--- config.mk ---
export PLATFORM = sky130hd
export DESIGN_NAME = extint_top
export DESIGN_NICKNAME = d
export VERILOG_FILES = /design/src/rtl/extint_pkg.sv /design/src/rtl/extint_ctrl.sv /design/src/rtl/extint_datapath.sv /design/src/rtl/extint_top.sv
export SDC_FILE = /design/constraint.sdc
export NUM_CORES = 1
export LEC_CHECK = 0
export ABC_AREA = 1
export BUFFER_PORTS_ARGS = -buffer_cell sky130_fd_sc_hd__buf_2
export CORE_MARGIN = 1.5
export CORE_UTILIZATION = 45
export CTS_CLUSTER_SIZE = 28
export DETAILED_ROUTE_END_ITERATION = 10
export HOLD_SLACK_MARGIN = 0.12
export PLACE_DENSITY = 0.65
export SLEW_MARGIN = 40
export SYNTH_ARGS = -nofsm -noshare
export SYNTH_HDL_FRONTEND = slang
export SYNTH_SLANG_ARGS = --single-unit
--- constraint.sdc ---
create_clock -name clk -period 1.3 [get_ports clk]
set_input_delay 0.065 -clock clk [delete_from_list [all_inputs] [get_ports clk]]
set_output_delay 0.065 -clock clk [all_outputs]
set_load 0.02 [all_outputs]
--- src/rtl/extint_pkg.sv ---
package extint_pkg;

  localparam int DATA_W  = 8;
  localparam int ADDR_W  = 4;
  localparam int NUM_SRC = 5;

  // register offsets; software depends on these
  localparam logic [ADDR_W-1:0] OFS_EDGE = 4'h2;
  localparam logic [ADDR_W-1:0] OFS_EN1  = 4'h3;
  localparam logic [ADDR_W-1:0] OFS_EN2  = 4'h4;
  localparam logic [ADDR_W-1:0] OFS_REQ1 = 4'h6;
  localparam logic [ADDR_W-1:0] OFS_REQ2 = 4'h7;
  localparam logic [ADDR_W-1:0] OFS_WAKE = 4'h9;

  // fixed upper bits of the registers with five live bits
  localparam logic [DATA_W-NUM_SRC-1:0] EDGE_FIXED = 3'b011;
  localparam logic [DATA_W-NUM_SRC-1:0] REQ1_FIXED = 3'b001;
  localparam logic [DATA_W-NUM_SRC-1:0] EN1_FIXED  = 3'b000;

  localparam logic [DATA_W-1:0] EN2_RESET  = 8'h01;
  localparam logic [DATA_W-1:0] REQ2_RESET = 8'h03;
  localparam logic [DATA_W-1:0] WAKE_VALUE = 8'h00;

  typedef enum logic [2:0] {
    SEL_NONE, SEL_EDGE, SEL_EN1, SEL_EN2, SEL_REQ1, SEL_REQ2, SEL_WAKE
  } rdSel_t;

  typedef struct packed {
    logic   wrEdge;
    logic   wrEn1;
    logic   wrEn2;
    logic   wrReq1;
    logic   wrReq2;
    rdSel_t rdSel;
  } ctrlStrobe_t;

endpackage

--- src/rtl/extint_ctrl.sv ---
module extint_ctrl
  import extint_pkg::*;
(
  input  logic              clk,
  input  logic              rst,
  input  logic [ADDR_W-1:0] busAddr,
  input  logic              busWrEn,
  output ctrlStrobe_t       strobe
);

  rdSel_t selNow;

  always_comb begin
    unique case (busAddr)
      OFS_EDGE: selNow = SEL_EDGE;
      OFS_EN1:  selNow = SEL_EN1;
      OFS_EN2:  selNow = SEL_EN2;
      OFS_REQ1: selNow = SEL_REQ1;
      OFS_REQ2: selNow = SEL_REQ2;
      OFS_WAKE: selNow = SEL_WAKE;
      default:  selNow = SEL_NONE;
    endcase
  end

  always_comb begin
    strobe        = '0;
    strobe.rdSel  = selNow;
    strobe.wrEdge = busWrEn && (selNow == SEL_EDGE);
    strobe.wrEn1  = busWrEn && (selNow == SEL_EN1);
    strobe.wrEn2  = busWrEn && (selNow == SEL_EN2);
    strobe.wrReq1 = busWrEn && (selNow == SEL_REQ1);
    strobe.wrReq2 = busWrEn && (selNow == SEL_REQ2);
  end

  // at most one register written per cycle, none when the offset is unmapped
  a_r11_one_strobe: assert property (@(posedge clk) disable iff (rst)
    $onehot0({strobe.wrEdge, strobe.wrEn1, strobe.wrEn2, strobe.wrReq1, strobe.wrReq2}));

  a_r11_unmapped_quiet: assert property (@(posedge clk) disable iff (rst)
    (strobe.rdSel == SEL_NONE) |->
      ({strobe.wrEdge, strobe.wrEn1, strobe.wrEn2, strobe.wrReq1, strobe.wrReq2} == '0));

endmodule

--- src/rtl/extint_datapath.sv ---
module extint_datapath
  import extint_pkg::*;
#(
  parameter int SYNC_STAGES = 2
) (
  input  logic               clk,
  input  logic               rst,
  input  logic [NUM_SRC-1:0] pinIn,
  input  logic [DATA_W-1:0]  wrData,
  input  ctrlStrobe_t        strobe,
  output logic [DATA_W-1:0]  rdData,
  output logic               irqOut
);

  localparam int FIXED_W = DATA_W - NUM_SRC;

  logic [NUM_SRC-1:0] syncLvl;
  logic [NUM_SRC-1:0] edgeSelQ;
  logic [NUM_SRC-1:0] en1Q;
  logic [DATA_W-1:0]  en2Q;
  logic [NUM_SRC-1:0] req1Flags;
  logic [DATA_W-1:0]  req2Q;
  logic [NUM_SRC-1:0] prevNorm;
  logic [NUM_SRC-1:0] normNow;
  logic [NUM_SRC-1:0] detEdge;
  logic [NUM_SRC-1:0] clearMask;

  // per-pin synchroniser chains
  for (genvar i = 0; i < NUM_SRC; i++) begin : g_sync
    logic [SYNC_STAGES-1:0] chain;
    always_ff @(posedge clk) begin
      if (rst) chain <= '0;
      else     chain <= {chain[SYNC_STAGES-2:0], pinIn[i]};
    end
    assign syncLvl[i] = chain[SYNC_STAGES-1];
  end

  // polarity-normalised level: 1 means "active side" for the chosen edge
  assign normNow = syncLvl ^ ~edgeSelQ;
  assign detEdge = normNow & ~prevNorm;

  always_ff @(posedge clk) begin
    if (rst) begin
      prevNorm <= ~'0;   // sync level 0 under falling polarity is "active"
    end else if (strobe.wrEdge) begin
      // re-base against the new polarity so the flip itself is no event
      prevNorm <= syncLvl ^ ~wrData[NUM_SRC-1:0];
    end else begin
      prevNorm <= normNow;
    end
  end

  always_ff @(posedge clk) begin
    if (rst) edgeSelQ <= '0;
    else if (strobe.wrEdge) edgeSelQ <= wrData[NUM_SRC-1:0];
  end

  always_ff @(posedge clk) begin
    if (rst) en1Q <= '0;
    else if (strobe.wrEn1) en1Q <= wrData[NUM_SRC-1:0];
  end

  always_ff @(posedge clk) begin
    if (rst) en2Q <= EN2_RESET;
    else if (strobe.wrEn2) en2Q <= wrData;
  end

  assign clearMask = strobe.wrReq1 ? wrData[NUM_SRC-1:0] : '1;

  // set has priority over a simultaneous clear
  always_ff @(posedge clk) begin
    if (rst) req1Flags <= '0;
    else     req1Flags <= (req1Flags & clearMask) | detEdge;
  end

  always_ff @(posedge clk) begin
    if (rst) req2Q <= REQ2_RESET;
    else if (strobe.wrReq2) req2Q <= req2Q & wrData;
  end

  always_comb begin
    unique case (strobe.rdSel)
      SEL_EDGE: rdData = {EDGE_FIXED, edgeSelQ};
      SEL_EN1:  rdData = {EN1_FIXED, en1Q};
      SEL_EN2:  rdData = en2Q;
      SEL_REQ1: rdData = {REQ1_FIXED, req1Flags};
      SEL_REQ2: rdData = req2Q;
      SEL_WAKE: rdData = WAKE_VALUE;
      default:  rdData = '0;
    endcase
  end

  assign irqOut = |(req1Flags & en1Q);

  // a flag only rises when an event was detected on the previous edge
  a_r4_no_sw_set: assert property (@(posedge clk) disable iff (rst)
    ((req1Flags & ~$past(req1Flags) & ~$past(detEdge)) == '0));

  // a detected event always leaves its flag set, even under a clear
  a_r5_set_wins: assert property (@(posedge clk) disable iff (rst)
    (detEdge != '0) |=> ((req1Flags & $past(detEdge)) == $past(detEdge)));

  // output rises only after an enabled event or an enable write
  a_r7_irq_cause: assert property (@(posedge clk) disable iff (rst)
    $rose(irqOut) |-> (($past(detEdge & en1Q) != '0) || $past(strobe.wrEn1)));

  // request register 2 bits never go from 0 to 1
  a_r10_req2_no_set: assert property (@(posedge clk) disable iff (rst)
    ((req2Q & ~$past(req2Q)) == '0));

  // bits above the select field are not storage
  a_r2_fixed_bits: assert property (@(posedge clk) disable iff (rst)
    (strobe.rdSel == SEL_EDGE) |-> (rdData[DATA_W-1:NUM_SRC] == EDGE_FIXED));

  if (FIXED_W < 1) begin : g_bad_width
    initial $display("data width must exceed the source count");
  end

endmodule

--- src/rtl/extint_top.sv ---
module extint_top
  import extint_pkg::*;
#(
  parameter int SYNC_STAGES = 2
) (
  input  logic               clk,
  input  logic               rst,
  input  logic [NUM_SRC-1:0] extPin,
  input  logic [ADDR_W-1:0]  busAddr,
  input  logic               busWrEn,
  input  logic [DATA_W-1:0]  busWrData,
  output logic [DATA_W-1:0]  busRdData,
  output logic               irqOut
);

  ctrlStrobe_t strobe;

  extint_ctrl u_ctrl (
    .clk     (clk),
    .rst     (rst),
    .busAddr (busAddr),
    .busWrEn (busWrEn),
    .strobe  (strobe)
  );

  extint_datapath #(
    .SYNC_STAGES (SYNC_STAGES)
  ) u_dp (
    .clk    (clk),
    .rst    (rst),
    .pinIn  (extPin),
    .wrData (busWrData),
    .strobe (strobe),
    .rdData (busRdData),
    .irqOut (irqOut)
  );

endmodule

# Word-level counts from Yosys, hierarchy flattened
# Index checks and enable logic that the tools add are counted.
[totals]
regBits = 46
in_bits = 20
out_inout_bits = 9
[classes]
n_eq_ne = 11
muxes = 4
n_bitwise = 10
reduce_logical = 6
[op_table]
columns = ["op", "count"]
rows = [
  ["one-hot mux 8 bit (5 select lines)", 1],
  ["one-hot mux 3 bit (6 select lines)", 1],
  ["AND 5 bit", 3],
  ["NOT 5 bit", 3],
  ["== test 4 x 3 -> 1 bit, second input constant", 3],
  ["two-way mux 5 bit", 2],
  ["XOR 5 bit", 2],
  ["AND 8 bit", 1],
  ["== test 4 x 2 -> 1 bit, second input constant", 2],
  ["== test 3 x 2 -> 1 bit, second input constant", 2],
  ["== test 3 bit, second input constant", 2],
  ["logical AND 1 bit", 5],
  ["OR 5 bit", 1],
  ["OR reduction 5 bit", 1],
  ["== test 4 bit, second input constant", 1],
  ["== test 3 x 1 -> 1 bit, second input constant", 1],
]

# Depth between registers and ports, before layout
# Gate-level depths: netlist of run 1.
[depth]
word_depth = 7
depth_mapped = 8
ltp_nobuf = 8

# Hierarchy
# A second synthesis of run 1 with hierarchy kept.
[hier_totals]
cells_unflattened = 306
hier_area_um2 = 2077.0
[by_module_without_submodules]
columns = ["module", "instances", "cells_each", "area_each_um2"]
rows = [
  ["extint_datapath", 1, 280, 1945.6],
  ["extint_ctrl", 1, 26, 131.4],
]

# Worst setup path before layout of run 1
# No wires, ideal clock.
[synth_timing]
kind = "input to output"
startpoint = "input port busAddr[0]"
endpoint = "output port busRdData[7]"
arrival_time_ps = 866
slack_ps = 369
cell_stages = 3
path_buffers = 0
path_cell_list = "nor2_2 > nand2_1 > o21ai_0"
[synth_via]
elab_chain_len = 4
elab_cells_between_ends = 13
classes_between = "eq/ne: 11; mux: 2"
[synth_rtl]
columns = ["element", "line_no", "text"]
rows = [
  ["start: declaration", "extint_top.sv:9", "input logic [ADDR_W-1:0] busAddr,"],
  ["== test 4 bit (tied with other cells)", "extint_ctrl.sv:14", "unique case (busAddr)"],
  ["one-hot mux 3 bit (6 select lines) (*)", "extint_ctrl.sv:14", ""],
  ["== test 3 bit (tied with other cells)", "extint_datapath.sv:82", "unique case (strobe.rdSel)"],
  ["one-hot mux 8 bit (5 select lines) (*)", "extint_datapath.sv:82", ""],
  ["end: declaration", "extint_top.sv:12", "output logic [DATA_W-1:0] busRdData,"],
]
# Every way passes the cells marked *; elsewhere a longest branch is shown, timed or not.

# Worst setup path after layout of run 1
[layout_timing]
startpoint = "register u_dp.edgeSelQ[3]"
endpoint = "output port busRdData[3]"
[layout_via]
elab_chain_len = 1
[layout_rtl]
columns = ["element", "line_no", "text"]
rows = [
  ["start: declaration", "extint_datapath.sv:18", "logic [NUM_SRC-1:0] edgeSelQ;"],
  ["start signal: assignment", "extint_datapath.sv:55", "else if (strobe.wrEdge) edgeSelQ <= wrData[NUM_SRC-1:0];"],
  ["one-hot mux 8 bit (5 select lines)", "extint_datapath.sv:82", ""],
]
# No other way between the ends.

==> impl_metrics.ini, run 1 <==
[synthesis]
ys_types = 27
synth_ff_type = dfxtp_1
netlist_area_mm2 = 0.002073
async_flop_share = 0
yosysWarningCount = 0
yosysMostFrequentCell = nand2_1
yosys-top-cells-area = dfxtp_1 44%, nand2_1 11%, inv_1 8.1%
synthTopCellsByCount = 63 x nand2_1, 46 x dfxtp_1, 45 x inv_1
synth_top_area_cell = dfxtp_1
synth_cells = 283
synth_seq_cells = 46
synth_nets = 303
synth_edf_count = 0
synth_top_area_frac = 0.4442
avgSynthCellArea_um2 = 7.326
ys_seq_area_frac = 0.4442

[cts]
cts_tree = built
numCtsBuffers = 5
cts_buffer_depth = 2
path_clk_slew_ns = 0.09
insertion_delay_ns = 0.30
cts-root-buf = clkbuf_8
cts.repair.resized = 0
cts.sinks = 46
htreeDepth = 2

[placement]
dp_hpwl_um = 3267
post-place-ws_ns = 0.1513
gp_routability_congestion = 0.8037
numPortBuffers = 28

[drt]
drc = 0
wl_um = 4437
drtIter0Drc = 62
final_antenna_net_count = 0
num_vias = 1793
wl_per_cell_um = 11.55
routed_via_density = 4.669
first_pass_iters = 4

[pwr]
worst_ir_drop_vdd_uv = 761.2
leakagePower_uw = 0.001173
powerDensity_mw_per_mm2 = 1042

[sta]
fmax_mhz = 831.9
tightest_slew_ns = 0.2926
setup_ws_ns = 0.09795
relSlewSlack = 0.8047
fin_skew_ns = 0.005573
slew_viol_final = 0
fin_crit_ns = 1.202
period_share = 0.9247
hold_viol = 0
setup_viol = 0
rsz0062_at_grt = false
tns_ns = 0

[critical_path]
crit_slowest_cell = dfxtp_1
critPathMaxStageDelay_ns = 0.42
cp-end-kind = output pin
crit_path_max_fanout = 3
worst_ep_required_time_ns = 1.24
start_kind = register
crit_chain = nand3_1 -> nand4_1 -> buf_2
critPathKind = reg2out
crit_arrival_ns = 1.14

[layout]
diodes = 0
nNetsFinal = 351
n_fill_cell = 411
areaGrowthSynthToFinish_pct = 21.91
final_util = 0.5765
final_layout_size_suffix_gt1_frac = 0.1928

[floorplanning]
die_w_um = 70.88
die-area_mm2 = 0.005023
fp.coreArea_mm2 = 0.004384
rows = 24
start_util = 0.4729
pin_count = 29
die_y_um = 70.88

[outcome]
outcome = completed

[grt]
grt_max_degree = 27
gr-usage-all-layers = 0.1944
grt_pass1_vias = 1790
gr-total-overflow = 0
antenna_found_initial = 0
grt_pass1_wl_um = 7762

[run]
cap_violations = 0

[worst_hold_path]
hold_path_class = in2reg
-- cells by family after synthesis --
logic type,after synthesis,synth area share
AOI/OAI and AO/OA,45,0.1243
buffers and inverters,55,0.1044
xor gates and xnor gates,9,0.03802
DFF,46,0.4442
and+or+nand+nor,128,0.2891
-- path summary, 6_finish.rpt --
check,start,endpoint,slack (ns),cells past startpoint
hold / removal,busWrEn,u_dp.req1Flags[2]$_SDFF_PP0_,0.16,4
setup / recovery,u_dp.edgeSelQ[3]$_SDFFE_PP0P_,busRdData[3],0.1,3
setup reg to reg,u_dp.g_sync[1].chain[1]$_SDFF_PP0_,u_dp.req1Flags[1]$_SDFF_PP0_,0.32,5
hold reg to reg,u_dp.g_sync[1].chain[0]$_SDFF_PP0_,u_dp.g_sync[1].chain[1]$_SDFF_PP0_,0.40,2
-- cells in the final DEF (no fill, tap or decap), types with 8 or more instances in the layout --
cell type	count
xnor2_1	8
buf_2	28
nor2_1	24
inv_1	45
dlygate4sd3_1	13
nand2_1	63
dfxtp_1	46
a21oi_1	13
nand3_1	21
o21ai_0	18
-- metrics by stage --
| step | hold slack [ns] | power, uW | instance area (um2) | cells |
|---|---|---|---|---|
| 2_1_floorplan | 0.1720 | 1659 | 2073 | 283 |
| 3_3_place_gp | 0.2631 | 1757 | 2307 | 363 |
| 3_5_place_dp | 0.2707 | 1762 | 2307 | 363 |
| 4_1_cts | 0.1531 | 2665 | 2527 | 384 |
| 5_1_grt | 0.2085 | 2749 | 2527 | 384 |
| 6_report | 0.1585 | 2632 | 2527 | 384 |
-- area by class of cell --
| class | instances | area [um2] | share of cell area |
|---|---|---|---|
| Clock inverter | 3 | 21.27 | 0.008416 |
| Sequential cell | 46 | 920.9 | 0.3644 |
| Timing Repair Buffer | 48 | 335.3 | 0.1327 |
| Multi-Input combinational cell | 182 | 935.9 | 0.3703 |
| Inverter | 48 | 180.2 | 0.07129 |
| Clock buffer | 5 | 68.82 | 0.02723 |
| Tap cell | 52 | 65.06 | 0.02574 |
-- routing by layer --
metal  global-route usage  vias to the layer above  share of wire
met5                    0                        -              0
met3              0.04131                        7          0.053
li1                     -                      979              -
met1               0.2451                      769           0.48
met2               0.3219                       38           0.45
met4              0.08386                        0          0.015
-- what timing repair did --
action / CTS / global route
endpoints found under the hold margin: 19 / 0
buffers inserted: 0 / 0
hold buffers: 13 / 0
endpoints found under the setup margin: 0 / 0
-- registers in the layout (all words and copies together), names as in the netlist --
register	cells
u_dp.prevNorm	5
u_dp.req1Flags	5
u_dp.g_sync.chain	10
u_dp.en1Q	5
u_dp.req2Q	8
u_dp.en2Q	8
u_dp.edgeSelQ	5
-- report_power, final --
part | internal [uW] | total [uW] | leakage (uW) | switching (uW)
clock | 378 | 877 | 0.0000441 | 499
sequential | 1450 | 1470 | 0.000375 | 23.4
combinational | 121 | 282 | 0.000754 | 161
-- worst max-delay path: cells and delay by family, from the launching register on --
family	cells	cell delay, ns
DFF	1	0.42
and+or+nand+nor	2	0.25
buffers and inverters	1	0.17
(Power assumes the default switching activity.)
==> inputs of run 2 (changes only) <==
--- a/config.mk
+++ b/config.mk
@@ -7,11 +7,13 @@
 export LEC_CHECK = 0
 export ABC_AREA = 1
 export BUFFER_PORTS_ARGS = -buffer_cell sky130_fd_sc_hd__buf_2
+export CORE_ASPECT_RATIO = 0.5
 export CORE_MARGIN = 1.5
 export CORE_UTILIZATION = 45
 export CTS_CLUSTER_SIZE = 28
 export DETAILED_ROUTE_END_ITERATION = 10
 export HOLD_SLACK_MARGIN = 0.12
+export MAX_ROUTING_LAYER = met4
 export PLACE_DENSITY = 0.65
 export SLEW_MARGIN = 40
 export SYNTH_ARGS = -nofsm -noshare
==> impl_metrics.ini, run 2 (same netlist as run 1, synthesis figures left out) <==
[drt]
wl_um = 4674
num_vias = 1818
routed_via_density = 4.698
first_pass_iters = 8
wl_per_cell_um = 12.08
drc = 4
drtIter0Drc = 80
final_antenna_net_count = 0

[layout]
final_util = 0.5683
diodes = 0
regMostFlops = u_dp.g_sync.chain
final_layout_size_suffix_gt1_frac = 0.1848
final_common_cell = nand2_1
largest_reg_flops = 10
layout_common_cells = 63 x nand2_1, 46 x dfxtp_1, 45 x inv_1, 28 x buf_2, 24 x nor2_1
nNetsFinal = 349
top_regs = u_dp.g_sync.chain: 10 flops, u_dp.en2Q: 8 flops, u_dp.req2Q: 8 flops
areaGrowthSynthToFinish_pct = 20.70

[pwr]
powerDensity_mw_per_mm2 = 1053
p_seq_frac = 0.559
p_comb_frac = 0.107
switching_share = 0.2607
netSwitchingPower_uw = 687.4
intPower_uw = 1949
leakagePower_uw = 0.001163
worst_ir_drop_vdd_uv = 453.9
clock_power_share = 0.333

[cts]
cts.repair.resized = 0
htreeDepth = 2
cts_buffer_depth = 2
cts-root-buf = clkbuf_8
cts_tree = built
path_clk_slew_ns = 0.09
insertion_delay_ns = 0.29
cts.sinks = 46
numCtsBuffers = 5

[grt]
grt_pass1_vias = 1747
gr-usage-all-layers = 0.2071
antenna_found_initial = 0
gr-total-overflow = 0
grt_pass1_wl_um = 7983
grt_max_degree = 27

[critical_path]
crit_arrival_ns = 1.11
cp-end-kind = output pin
crit_path_max_fanout = 2
start_kind = register
critPathKind = reg2out
worst_ep_required_time_ns = 1.24

[floorplanning]
die_w_um = 98.99
fp.coreArea_mm2 = 0.004403
die-area_mm2 = 0.005048
pin_count = 29
rows = 17
die_y_um = 51.00
start_util = 0.4709

[outcome]
violations = DRC
outcome = finished, violations left

[sta]
rsz0062_at_grt = false
hold_viol = 0
tightest_slew_ns = 0.2978
fmax_mhz = 853.3
slew_viol_final = 0
tns_ns = 0
relSlewSlack = 0.8012
fin_skew_ns = 0.001164
setup_viol = 0
fin_crit_ns = 1.172
period_share = 0.9015
setup_ws_ns = 0.1281

[placement]
gp_routability_congestion = 0.9104
numPortBuffers = 28
dp_hpwl_um = 3364
post-place-ws_ns = 0.1147

[worst_hold_path]
hold_path_class = in2reg

[run]
cap_violations = 0
run 2: power by group through the flow:
stage	Sequential [uW]	Combinational, uW	Clock [uW]
after floorplan	1500	158	0
after global placement	1510	249	0
after detailed placement	1510	252	0
after CTS	1470	283	890
after global routing	1480	317	936
final	1470	283	878
run 2: metal layers:
layer  share of wire  vias up  track usage  wire length, um
met5               0        -            -                0
met4               0        0      0.04286                0
met3           0.030        0      0.04514              142
met2            0.42       26       0.3230             1958
met1            0.55      817       0.2803             2573
li1                -      975            -                -
run 2: path summary, 6_finish.rpt:
kind                                      startpoint                                  to  slack, ns  depth (start not counted)
setup / recovery           u_dp.en2Q[1]$_SDFFE_PP0P_                        busRdData[1]       0.13                          5
hold reg to reg   u_dp.g_sync[2].chain[0]$_SDFF_PP0_  u_dp.g_sync[2].chain[1]$_SDFF_PP0_       0.40                          2
setup reg to reg       u_dp.edgeSelQ[1]$_SDFFE_PP0P_        u_dp.req1Flags[1]$_SDFF_PP0_       0.32                          5
hold / removal                                   rst       u_dp.edgeSelQ[4]$_SDFFE_PP0P_       0.20                          3
run 2: repair_timing:
action                    4_1_cts  5_1_grt
hold endpoints to repair       18        0
hold buffers                   13        0
setup buffers                   0        0
run 2: metrics by stage:
step | area, um2 | hold WS, ns | power [uW] | instances
final | 2502 | 0.2046 | 2636 | 387
after global routing | 2502 | 0.2164 | 2733 | 387
after CTS | 2502 | 0.1933 | 2647 | 387
after detailed placement | 2286 | 0.2736 | 1760 | 366
after global placement | 2286 | 0.2658 | 1755 | 366
after floorplan | 2073 | 0.1720 | 1659 | 283
run 2: cell type report:
type	count	area (um2)
Tap cell	57	71.32
Clock buffer	6	72.57
Sequential cell	46	920.9
Fill cell	422	1901
Inverter	48	180.2
Clock inverter	2	13.76
Timing Repair Buffer	46	307.8
Multi-Input combinational cell	182	935.9
run 2: worst max-delay path, cell delays in order, from the launching register on:
cell,delay (ns)
dfxtp_1,0.32
inv_1,0.04
o21ai_0,0.19
nor2_1,0.06
nand2_1,0.05
buf_2,0.15
==> inputs of run 3 (changes only) <==
--- a/config.mk
+++ b/config.mk
@@ -15,6 +15,7 @@
 export HOLD_SLACK_MARGIN = 0.12
 export MAX_ROUTING_LAYER = met4
 export PLACE_DENSITY = 0.65
+export SETUP_SLACK_MARGIN = 0.5
 export SLEW_MARGIN = 40
 export SYNTH_ARGS = -nofsm -noshare
 export SYNTH_HDL_FRONTEND = slang
==> impl_metrics.ini, run 3 (same netlist as run 1, synthesis figures left out) <==
[outcome]
outcome = finished, violations left
violations = DRC

[cts]
cts_tree = built
htreeDepth = 2
path_clk_slew_ns = 0.08
cts_buffer_depth = 2
cts.sinks = 46
insertion_delay_ns = 0.30
cts-root-buf = clkbuf_8
numCtsBuffers = 5

[sta]
period_share = 0.8970
relSlewSlack = 0.7930
fmax_mhz = 857.5
tightest_slew_ns = 0.3105
setup_viol = 0
fin_skew_ns = 0.003494
rsz0062_at_grt = true
holdWs_ns = 0.1185
fin_crit_ns = 1.166
tns_ns = 0
slew_viol_final = 0
setup_ws_ns = 0.1339
hold_viol = 0

[layout]
final_common_cell = nand2_1
regMostFlops = u_dp.g_sync.chain
final_layout_size_suffix_gt1_frac = 0.3639
top_regs = u_dp.g_sync.chain: 10 flops, u_dp.en2Q: 8 flops, u_dp.req2Q: 8 flops
diodes = 0
layout_common_cells = 55 x nand2_1, 40 x inv_1, 28 x dfxtp_1, 23 x nor2_1, 22 x buf_4
largest_reg_flops = 10
nNetsFinal = 368
areaGrowthSynthToFinish_pct = 41.64

[floorplanning]
pin_count = 29
rows = 17
start_util = 0.4709
die_w_um = 98.99
die_y_um = 51.00
fp.coreArea_mm2 = 0.004403
die-area_mm2 = 0.005048

[critical_path]
worst_ep_required_time_ns = 1.24
critPathKind = reg2out
crit_arrival_ns = 1.10
crit_path_max_fanout = 3
cp-end-kind = output pin
start_kind = register

[grt]
grt_use_met2 = 0.3241
gr-usage-all-layers = 0.2167
grt_pass1_wl_um = 8176
antenna_found_initial = 0
use_met3 = 0.04651
grt_pass1_vias = 1739
top_usage_layer = met2
gr-total-overflow = 0
grt_max_degree = 27
met1_usage = 0.2902

[drt]
final_antenna_net_count = 0
drtIter0Drc = 73
wl_um = 5313
routed_via_density = 4.914
num_vias = 1995
drc = 5
wl_per_cell_um = 13.09
first_pass_iters = 8

[pwr]
netSwitchingPower_uw = 709.6
worst_ir_drop_vdd_uv = 440.3
leakagePower_uw = 0.001324
powerDensity_mw_per_mm2 = 959.1
switching_share = 0.2519
fin_total_pwr_uw = 2817
p_comb_frac = 0.135
clock_power_share = 0.340
p_seq_frac = 0.525
intPower_uw = 2107

[placement]
numPortBuffers = 28
dp_hpwl_um = 3336
post-place-ws_ns = 0.1028
gp_routability_congestion = 0.8460

[worst_hold_path]
hold_path_class = in2reg

[run]
cap_violations = 0
[run 3: per-layer routing]
| layer | vias to the layer above | wire (um) |
|---|---|---|
| met5 | - | 0 |
| met4 | 0 | 97 |
| met1 | 897 | 2595 |
| met3 | 15 | 230 |
| li1 | 1022 | - |
| met2 | 61 | 2390 |
[run 3: final timing paths]
| path | from | end | slack (ns) | depth (start not counted) |
|---|---|---|---|---|
| worst max register to register | u_dp.g_sync[1].chain[1]$_SDFF_PP0_ | u_dp.req1Flags[1]$_SDFF_PP0_ | 0.38 | 5 |
| worst min-delay path | busWrData[4] | u_dp.en2Q[4]$_SDFFE_PP0P_ | 0.12 | 3 |
| worst min register to register | u_dp.g_sync[0].chain[0]$_SDFF_PP0_ | u_dp.g_sync[0].chain[1]$_SDFF_PP0_ | 0.40 | 2 |
| worst max-delay path | u_dp.en1Q[1]$_SDFFE_PP0P_ | irqOut | 0.13 | 5 |
[run 3: power by group through the flow]
stage          logic, uW  registers (uW)  clock network (uW)
2_1_floorplan        165            1500                   0
3_3_place_gp         251            1510                   0
3_5_place_dp         255            1510                   0
4_1_cts              311            1480                 976
5_1_grt              413            1480                1030
6_report             379            1480                 958
[run 3: worst max-delay path, cell delays in order, from the launching register on]
cell     delay [ns]
dfxtp_2        0.34
nand2_1        0.06
nand2_1        0.06
a21oi_2        0.09
nand3_1        0.10
buf_6          0.14
[run 3: through the flow]
| stage | instances | utilization | area (um2) |
|---|---|---|---|
| detailed placement | 363 | 0.5212 | 2295 |
| floorplan | 283 | - | 2107 |
| finish | 406 | 0.6670 | 2937 |
| global placement | 363 | 0.5212 | 2295 |
| global route | 406 | 0.6670 | 2937 |
| CTS | 395 | 0.6073 | 2674 |
[run 3: layout make-up]
type | count | area, um2
Sequential cell | 46 | 948.4
Timing Repair Buffer | 62 | 494.2
Clock buffer | 7 | 96.34
Fill cell | 375 | 1466
Tap cell | 57 | 71.32
Multi-Input combinational cell | 185 | 1132
Clock inverter | 1 | 8.758
Inverter | 48 | 185.2
[run 3: what timing repair did]
item | 4_1_cts | 5_1_grt
endpoints found under the hold margin | 18 | 0
buffers inserted | 10 | 9
gates cloned | 1 | 2
setup endpoints to repair | 28 | 36
hold buffers | 13 | 0
gates resized for setup | 20 | 61
pin swaps | 8 | 21
